===== src/rtl/guard_pkg.sv =====
package guard_pkg;

    typedef enum logic [1:0] {
        SEL_MODE   = 2'd0,
        SEL_RELOAD = 2'd1,
        SEL_KICK   = 2'd2,
        SEL_COUNT  = 2'd3
    } reg_sel_e;

    typedef enum logic {
        KICK_IDLE = 1'b0,
        KICK_HALF = 1'b1
    } kick_state_e;

endpackage


===== src/rtl/guard_regs.sv =====
module guard_regs #(
    parameter int CNT_W      = 24,
    parameter int RELOAD_MIN = 255
) (
    input  logic             clk,
    input  logic             rst_n,
    input  logic             wr_mode,
    input  logic             wr_reload,
    input  logic [CNT_W-1:0] wbits,
    input  logic             expire,
    output logic             en,
    output logic             ren,
    output logic             flag,
    output logic [CNT_W-1:0] reload_val
);
    localparam logic [CNT_W-1:0] MIN_V = CNT_W'(RELOAD_MIN);

    typedef struct packed {
        logic             en;
        logic             ren;
        logic             flag;
        logic [CNT_W-1:0] rl;
    } regs_t;

    regs_t r_d, r_q;

    always_comb begin
        r_d = r_q;
        if (wr_mode) begin
            // enable bits may only be set, never cleared
            r_d.en  = r_q.en  | wbits[0];
            r_d.ren = r_q.ren | wbits[1];
        end
        if (wr_reload) begin
            r_d.rl = (wbits < MIN_V) ? MIN_V : wbits;
        end
        if (expire) begin
            r_d.flag = 1'b1;
        end
    end

    always_ff @(posedge clk or negedge rst_n) begin
        if (!rst_n) begin
            r_q <= '{en: 1'b0, ren: 1'b0, flag: 1'b0, rl: MIN_V};
        end else begin
            r_q <= r_d;
        end
    end

    assign en         = r_q.en;
    assign ren        = r_q.ren;
    assign flag       = r_q.flag;
    assign reload_val = r_q.rl;

endmodule


===== src/rtl/guard_kick.sv =====
module guard_kick
    import guard_pkg::*;
#(
    parameter int          KEY_W = 8,
    parameter logic [7:0]  KEY_A = 8'hAA,
    parameter logic [7:0]  KEY_B = 8'h55
) (
    input  logic             clk,
    input  logic             rst_n,
    input  logic             acc_valid,
    input  logic             kick_wr,
    input  logic [KEY_W-1:0] wbyte,
    output logic             feed_ok,
    output logic             feed_break
);
    localparam logic [KEY_W-1:0] KA = KEY_W'(KEY_A);
    localparam logic [KEY_W-1:0] KB = KEY_W'(KEY_B);

    kick_state_e st_d, st_q;

    always_comb begin
        st_d       = st_q;
        feed_ok    = 1'b0;
        feed_break = 1'b0;
        if (acc_valid) begin
            if (st_q == KICK_HALF) begin
                // any access closes an open pattern
                st_d = KICK_IDLE;
                if (kick_wr && (wbyte == KB)) begin
                    feed_ok = 1'b1;
                end else begin
                    feed_break = 1'b1;
                end
            end else if (kick_wr && (wbyte == KA)) begin
                st_d = KICK_HALF;
            end
        end
    end

    always_ff @(posedge clk or negedge rst_n) begin
        if (!rst_n) begin
            st_q <= KICK_IDLE;
        end else begin
            st_q <= st_d;
        end
    end

endmodule


===== src/rtl/guard_count.sv =====
module guard_count #(
    parameter int CNT_W     = 24,
    parameter int PRE_W     = 2,
    parameter int RESET_CNT = 255
) (
    input  logic             clk,
    input  logic             rst_n,
    input  logic             en,
    input  logic             reload,
    input  logic [CNT_W-1:0] reload_val,
    output logic [CNT_W-1:0] count,
    output logic             armed,
    output logic             expire
);
    localparam logic [CNT_W-1:0] ONE   = CNT_W'(1);
    localparam logic [PRE_W-1:0] PTOP  = '1;

    typedef struct packed {
        logic             armed;
        logic [PRE_W-1:0] pre;
        logic [CNT_W-1:0] cnt;
    } cnt_t;

    cnt_t c_d, c_q;
    logic tick;

    always_comb begin
        c_d    = c_q;
        tick   = c_q.armed && (c_q.pre == PTOP) && !reload;
        expire = tick && (c_q.cnt == ONE);
        if (reload) begin
            c_d.cnt   = reload_val;
            c_d.pre   = '0;
            c_d.armed = c_q.armed | en;
        end else if (c_q.armed) begin
            c_d.pre = c_q.pre + 1'b1;
            if (tick && (c_q.cnt != '0)) begin
                c_d.cnt = c_q.cnt - ONE;
            end
        end
    end

    always_ff @(posedge clk or negedge rst_n) begin
        if (!rst_n) begin
            c_q <= '{armed: 1'b0, pre: '0, cnt: CNT_W'(RESET_CNT)};
        end else begin
            c_q <= c_d;
        end
    end

    assign count = c_q.cnt;
    assign armed = c_q.armed;

endmodule


===== src/rtl/guard_timer.sv =====
module guard_timer
    import guard_pkg::*;
#(
    parameter int ADDR_W     = 4,
    parameter int DATA_W     = 32,
    parameter int CNT_W      = 24,
    parameter int PRE_W      = 2,
    parameter int RELOAD_MIN = 255
) (
    input  logic              clk,
    input  logic              rst_n,
    input  logic              req_valid,
    input  logic              req_write,
    input  logic [ADDR_W-1:0] req_addr,
    input  logic [DATA_W-1:0] req_wdata,
    output logic [DATA_W-1:0] rsp_rdata,
    output logic              rst_req
);
    localparam int KEY_W = 8;

    reg_sel_e         sel;
    logic             wr_mode, wr_reload, kick_wr;
    logic             en_w, ren_w, flag_w, armed_w;
    logic [CNT_W-1:0] rl_w, count_w;
    logic             feed_ok_w, feed_break_w, expire_w;
    logic             req_d, req_q;
    logic             unused_bits;

    assign sel       = reg_sel_e'(req_addr[3:2]);
    assign wr_mode   = req_valid && req_write && (sel == SEL_MODE);
    assign wr_reload = req_valid && req_write && (sel == SEL_RELOAD);
    assign kick_wr   = req_valid && req_write && (sel == SEL_KICK);
    assign unused_bits = ^{req_wdata[DATA_W-1:CNT_W], req_addr[1:0]};

    guard_regs #(.CNT_W(CNT_W), .RELOAD_MIN(RELOAD_MIN)) u_regs (
        .clk        (clk),
        .rst_n      (rst_n),
        .wr_mode    (wr_mode),
        .wr_reload  (wr_reload),
        .wbits      (req_wdata[CNT_W-1:0]),
        .expire     (expire_w),
        .en         (en_w),
        .ren        (ren_w),
        .flag       (flag_w),
        .reload_val (rl_w)
    );

    guard_kick #(.KEY_W(KEY_W)) u_kick (
        .clk        (clk),
        .rst_n      (rst_n),
        .acc_valid  (req_valid),
        .kick_wr    (kick_wr),
        .wbyte      (req_wdata[KEY_W-1:0]),
        .feed_ok    (feed_ok_w),
        .feed_break (feed_break_w)
    );

    guard_count #(.CNT_W(CNT_W), .PRE_W(PRE_W), .RESET_CNT(RELOAD_MIN)) u_count (
        .clk        (clk),
        .rst_n      (rst_n),
        .en         (en_w),
        .reload     (feed_ok_w),
        .reload_val (rl_w),
        .count      (count_w),
        .armed      (armed_w),
        .expire     (expire_w)
    );

    always_comb begin
        req_d = ren_w && (expire_w || (feed_break_w && armed_w));
        rsp_rdata = '0;
        if (req_valid && !req_write) begin
            unique case (sel)
                SEL_MODE:   rsp_rdata = DATA_W'({flag_w, ren_w, en_w});
                SEL_RELOAD: rsp_rdata = DATA_W'(rl_w);
                SEL_KICK:   rsp_rdata = '0;
                SEL_COUNT:  rsp_rdata = DATA_W'(count_w);
            endcase
        end
    end

    always_ff @(posedge clk or negedge rst_n) begin
        if (!rst_n) begin
            req_q <= 1'b0;
        end else begin
            req_q <= req_d;
        end
    end

    assign rst_req = req_q;

endmodule


===== config.mk =====
export PLATFORM = sky130hd
export DESIGN_NAME = guard_timer
export DESIGN_NICKNAME = d
export VERILOG_FILES = /design/src/rtl/guard_pkg.sv /design/src/rtl/guard_regs.sv /design/src/rtl/guard_kick.sv /design/src/rtl/guard_count.sv /design/src/rtl/guard_timer.sv
export SDC_FILE = /design/constraint.sdc
export NUM_CORES = 1
export LEC_CHECK = 0
export ABC_AREA = 1
export BUFFER_PORTS_ARGS = -buffer_cell sky130_fd_sc_hd__buf_2
export CORE_MARGIN = 3
export CORE_UTILIZATION = 45
export DETAILED_ROUTE_END_ITERATION = 8
export PLACE_DENSITY = 0.78
export SLEW_MARGIN = 10
export SYNTH_ARGS = -nofsm -noshare
export SYNTH_HDL_FRONTEND = slang
export SYNTH_SLANG_ARGS = --single-unit

===== constraint.sdc =====
create_clock -name clk -period 1.6 [get_ports clk]
set_input_delay 0 -clock clk [delete_from_list [all_inputs] [get_ports clk]]
set_output_delay 0 -clock clk [all_outputs]
set_load 0.02 [all_outputs]

==> results by group <==
Yosys
  • Number of flops mapped to enable cells by yosys: 0
  • Top cell type's share of synthesized area: 0.247
  • Sequential fraction of the synthesis area: 0.351
  • Async S/R FF share, synth: 1.00
  • Post-synth top cells: 150 x nand2_1, 63 x nand3_1, 62 x inv_1
  • Largest family of logic cells by synthesized area: simple AND/OR/NAND/NOR gates
  • Post-synthesis xor/xnor area fraction: 0.0216
  • Post-synthesis adder-cell area fraction: 0.0123
  • Mux cell area share after synthesis: 0
  • Count leader, synth: nand2_1
  • Area contributors post-synth: dfrtp_1 25%, nand2_1 14%, dfstp_2 10%
  • Post-Synthesis Cells: ~570
  • Post-synthesis simple-gate area fraction: 0.421
  • FF+latch count, synth: 56
  • Mapped cell area: 4060 um2
  • Area leader, netlist: dfrtp_1
  • Synth unique cells: 34
  • Commonest register cell after synthesis: dfrtp_1
  • Synth Area in Compound Gates: 0.0784
  • Yosys warnings: 0
  • Mean area per synthesized cell: 7.14 um2

Clocking
  • Clock Path Buffers: 2
  • Clock transition at path regs: 0.11 ns
  • Root buf cell: clkbuf_8
  • H-tree Lvls: 2
  • Clk_lat worst skew: 0.32 ns
  • CTS tree: built
  • CTS Buf Count: 5
  • Clock sink count: 56

Power and ir drop
  • Combinational power share: 0.487
  • Switch share: 0.427
  • Sequential share of power: 0.380
  • Power Density: 1230 nW/um2
  • Cell-internal power: 3570 uW
  • VDD IR max: 0.588 mV
  • Power share of the clock group: 0.133
  • Leakage power: 0.00251 uW
  • NetSw: 2660 uW

Cells and area
  • Fraction of layout cells with a size suffix above 1: 0.288
  • # diodes: 0
  • NumNets Final: 721
  • Final instance area: 5060 um2
  • Layout Area Growth over Synthesis: 24.7%
  • Fin cells: 786

STA
  • Slew @ Worst Pin: 0.647 ns
  • FMAX: 0.644 GHz
  • Pins Over Slew Limit: 0
  • Final WS setup: 0.0467 ns
  • Final Setup Violations: 0
  • Min Tclk post-route: between 1.5 and 2 ns
  • RSZ-0062 raised after global routing: yes
  • Final hold violations: 0
  • Skew final: ~0.016 ns
  • Setup TNS: 0 ns
  • Tcrit/Tclk final: 0.971
  • Slew headroom: 0.568

Drt
  • Avg Vias per Cell: 5.35
  • DRT Pass-1 Iters: 6
  • Avg WL per Cell: 14.3 um
  • Antenna viol nets, final: 0
  • Routed WL: between 10 and 15 mm
  • Vias: approximately 4,200
  • Residual DRC: 0
  • Initial DRC count: approximately 340

Hold path
  • Hold/Removal Path Class: in2reg

Die
  • Core area: slightly below 9000 um2
  • Die ar.: 10,200 um2
  • Initial Util: 0.465
  • Die span in y: 101 um
  • Width of the die: roughly 100 um
  • Core Rows: 34
  • I/O pin total: 73

Placement
  • DP Cell Count: 746
  • Number of port buffers: 54
  • Cell Area, Placed: 4580 um2
  • Dpl ws: -0.0532 ns
  • DP HPWL: 8.12 mm
  • RD Place Congestion: 0.892

Setup path
  • Startpoint types: register
  • Worst path bufs/invs: 1
  • Req. time, crit path: 1.87 ns
  • CP Cell Sequence: nor2_2, nand2_2, nor2_4, buf_4, nand3_4, nand2_4, nand3_2, nand3_1
  • Worst-path fanout max: 12
  • Worst path max stage delay: 0.40 ns
  • Critical path class: reg2reg
  • Data arrival time of the worst path: around 1.8 ns
  • CP max-delay cell: dfrtp_1
  • Setup crit end kind: register
  • Crit-path leading delay family: simple AND/OR/NAND/NOR gates

Global routing
  • Vias in the first global route: 3,951
  • Pin count of the biggest net entering global routing: 39
  • Total global routing overflow: 0
  • Antenna violations before repair: 0
  • First-pass GRT wire length: 18.2 mm
  • Total GRT Usage: 0.220

Outcome
  • Status: finished, final reports clean

Flow run
  • Maxcap violations: 0
flip-flops by register name (all words and copies together) (netlist names):
signal	flops
rst_req	1
u_regs.flag	1
u_regs.ren	1
u_regs.en	1
u_count.armed	1
u_kick.st_q	1
u_count.count	24
u_regs.reload_val	24
u_count.c_q	2
power groups by stage:
stage                     logic, uW  registers [uW]  clock network (uW)
after CTS                      2900            2330                 845
after global placement         2740            2330                   0
final                          3030            2360                 828
after detailed placement       2820            2350                   0
after global routing           3390            2420                 889
after floorplan                1720            2370                   0
path summary, 6_finish.rpt:
path                                                   start                             to  slack, ns  cells after the start
worst max register to register  u_count.count[9]$_DFFE_PN0P_  u_count.count[16]$_DFFE_PN0P_       0.05                      8
worst max-delay path            u_count.count[9]$_DFFE_PN0P_  u_count.count[16]$_DFFE_PN0P_       0.05                      8
worst min-delay path                             req_addr[3]         u_regs.ren$_DFFE_PN0P_       0.07                      3
min in group asynchronous                              rst_n  u_count.count[22]$_DFFE_PN0P_       0.15                      2
max in group asynchronous                              rst_n   u_count.count[5]$_DFFE_PN1P_       0.81                      3
worst min register to register       u_regs.flag$_DFFE_PN0P_        u_regs.flag$_DFFE_PN0P_       0.47                      2
metal layers:
| layer | wire length (um) | global-route usage | part of all wire | vias to the layer above |
|---|---|---|---|---|
| met5 | 0 | 0 | 0 | - |
| met4 | 202 | 0.0440 | 0.018 | 0 |
| met3 | 694 | 0.0215 | 0.062 | 17 |
| met2 | 5550 | 0.387 | 0.49 | 174 |
| met1 | 4820 | 0.293 | 0.43 | 1984 |
| li1 | - | - | - | 2027 |
worst reg2reg max path: cells and delay by family, from the launching register on:
family / cells / cell delay, ns
buffers and inverters: 1 / 0.13
and+or+nand+nor: 7 / 0.95
DFF: 1 / 0.40
through the flow:
stage           util  total power [uW]  hold slack, ns
2_1_floorplan      -              4090          -0.296
3_3_place_gp   0.525              5070         -0.0106
3_5_place_dp   0.525              5170        -0.00416
4_1_cts        0.566              6070          0.0679
5_1_grt        0.580              6690           0.102
6_report       0.580              6220          0.0739
timing repair:
action,4_1_cts,5_1_grt
hold buffers,25,0
gates cloned,0,1
pin swaps,1,6
buffers inserted,1,5
hold endpoints to repair,40,0
resized for setup,1,20
setup endpoints to repair,14,25
cell type report:
| type | instances | area [um2] |
|---|---|---|
| inverter | 68 | 260 |
| clock buffer | 6 | 72.6 |
| timing repair buffer | 122 | 885 |
| multi-input combinational | 424 | 2270 |
| tap | 108 | 135 |
| fill | 754 | 3660 |
| sequential | 56 | 1420 |
| clock inverter | 2 | 17.5 |
cells by family after synthesis:
family                   Yosys count
adder cells (fa/ha/maj)            4
flip-flops                        56
XOR/XNOR                          10
AND/OR/NAND/NOR                  339
buffers and inverters             96
other                              1
AO/OA/AOI/OAI                     62
placed cells by master (no fill, tap or decap), drive strengths merged, types with 5 or more instances in the layout:
master	count
nand2	163
nor2	72
o21ai	28
clkbuf	6
dfstp	16
dfrtp	40
xor2	9
nand3	82
inv	70
nor3	5
dlygate4sd3	25
a21oi	28
buf	97
conb	8
nand4	16
Power figures use the tool's default switching activity.
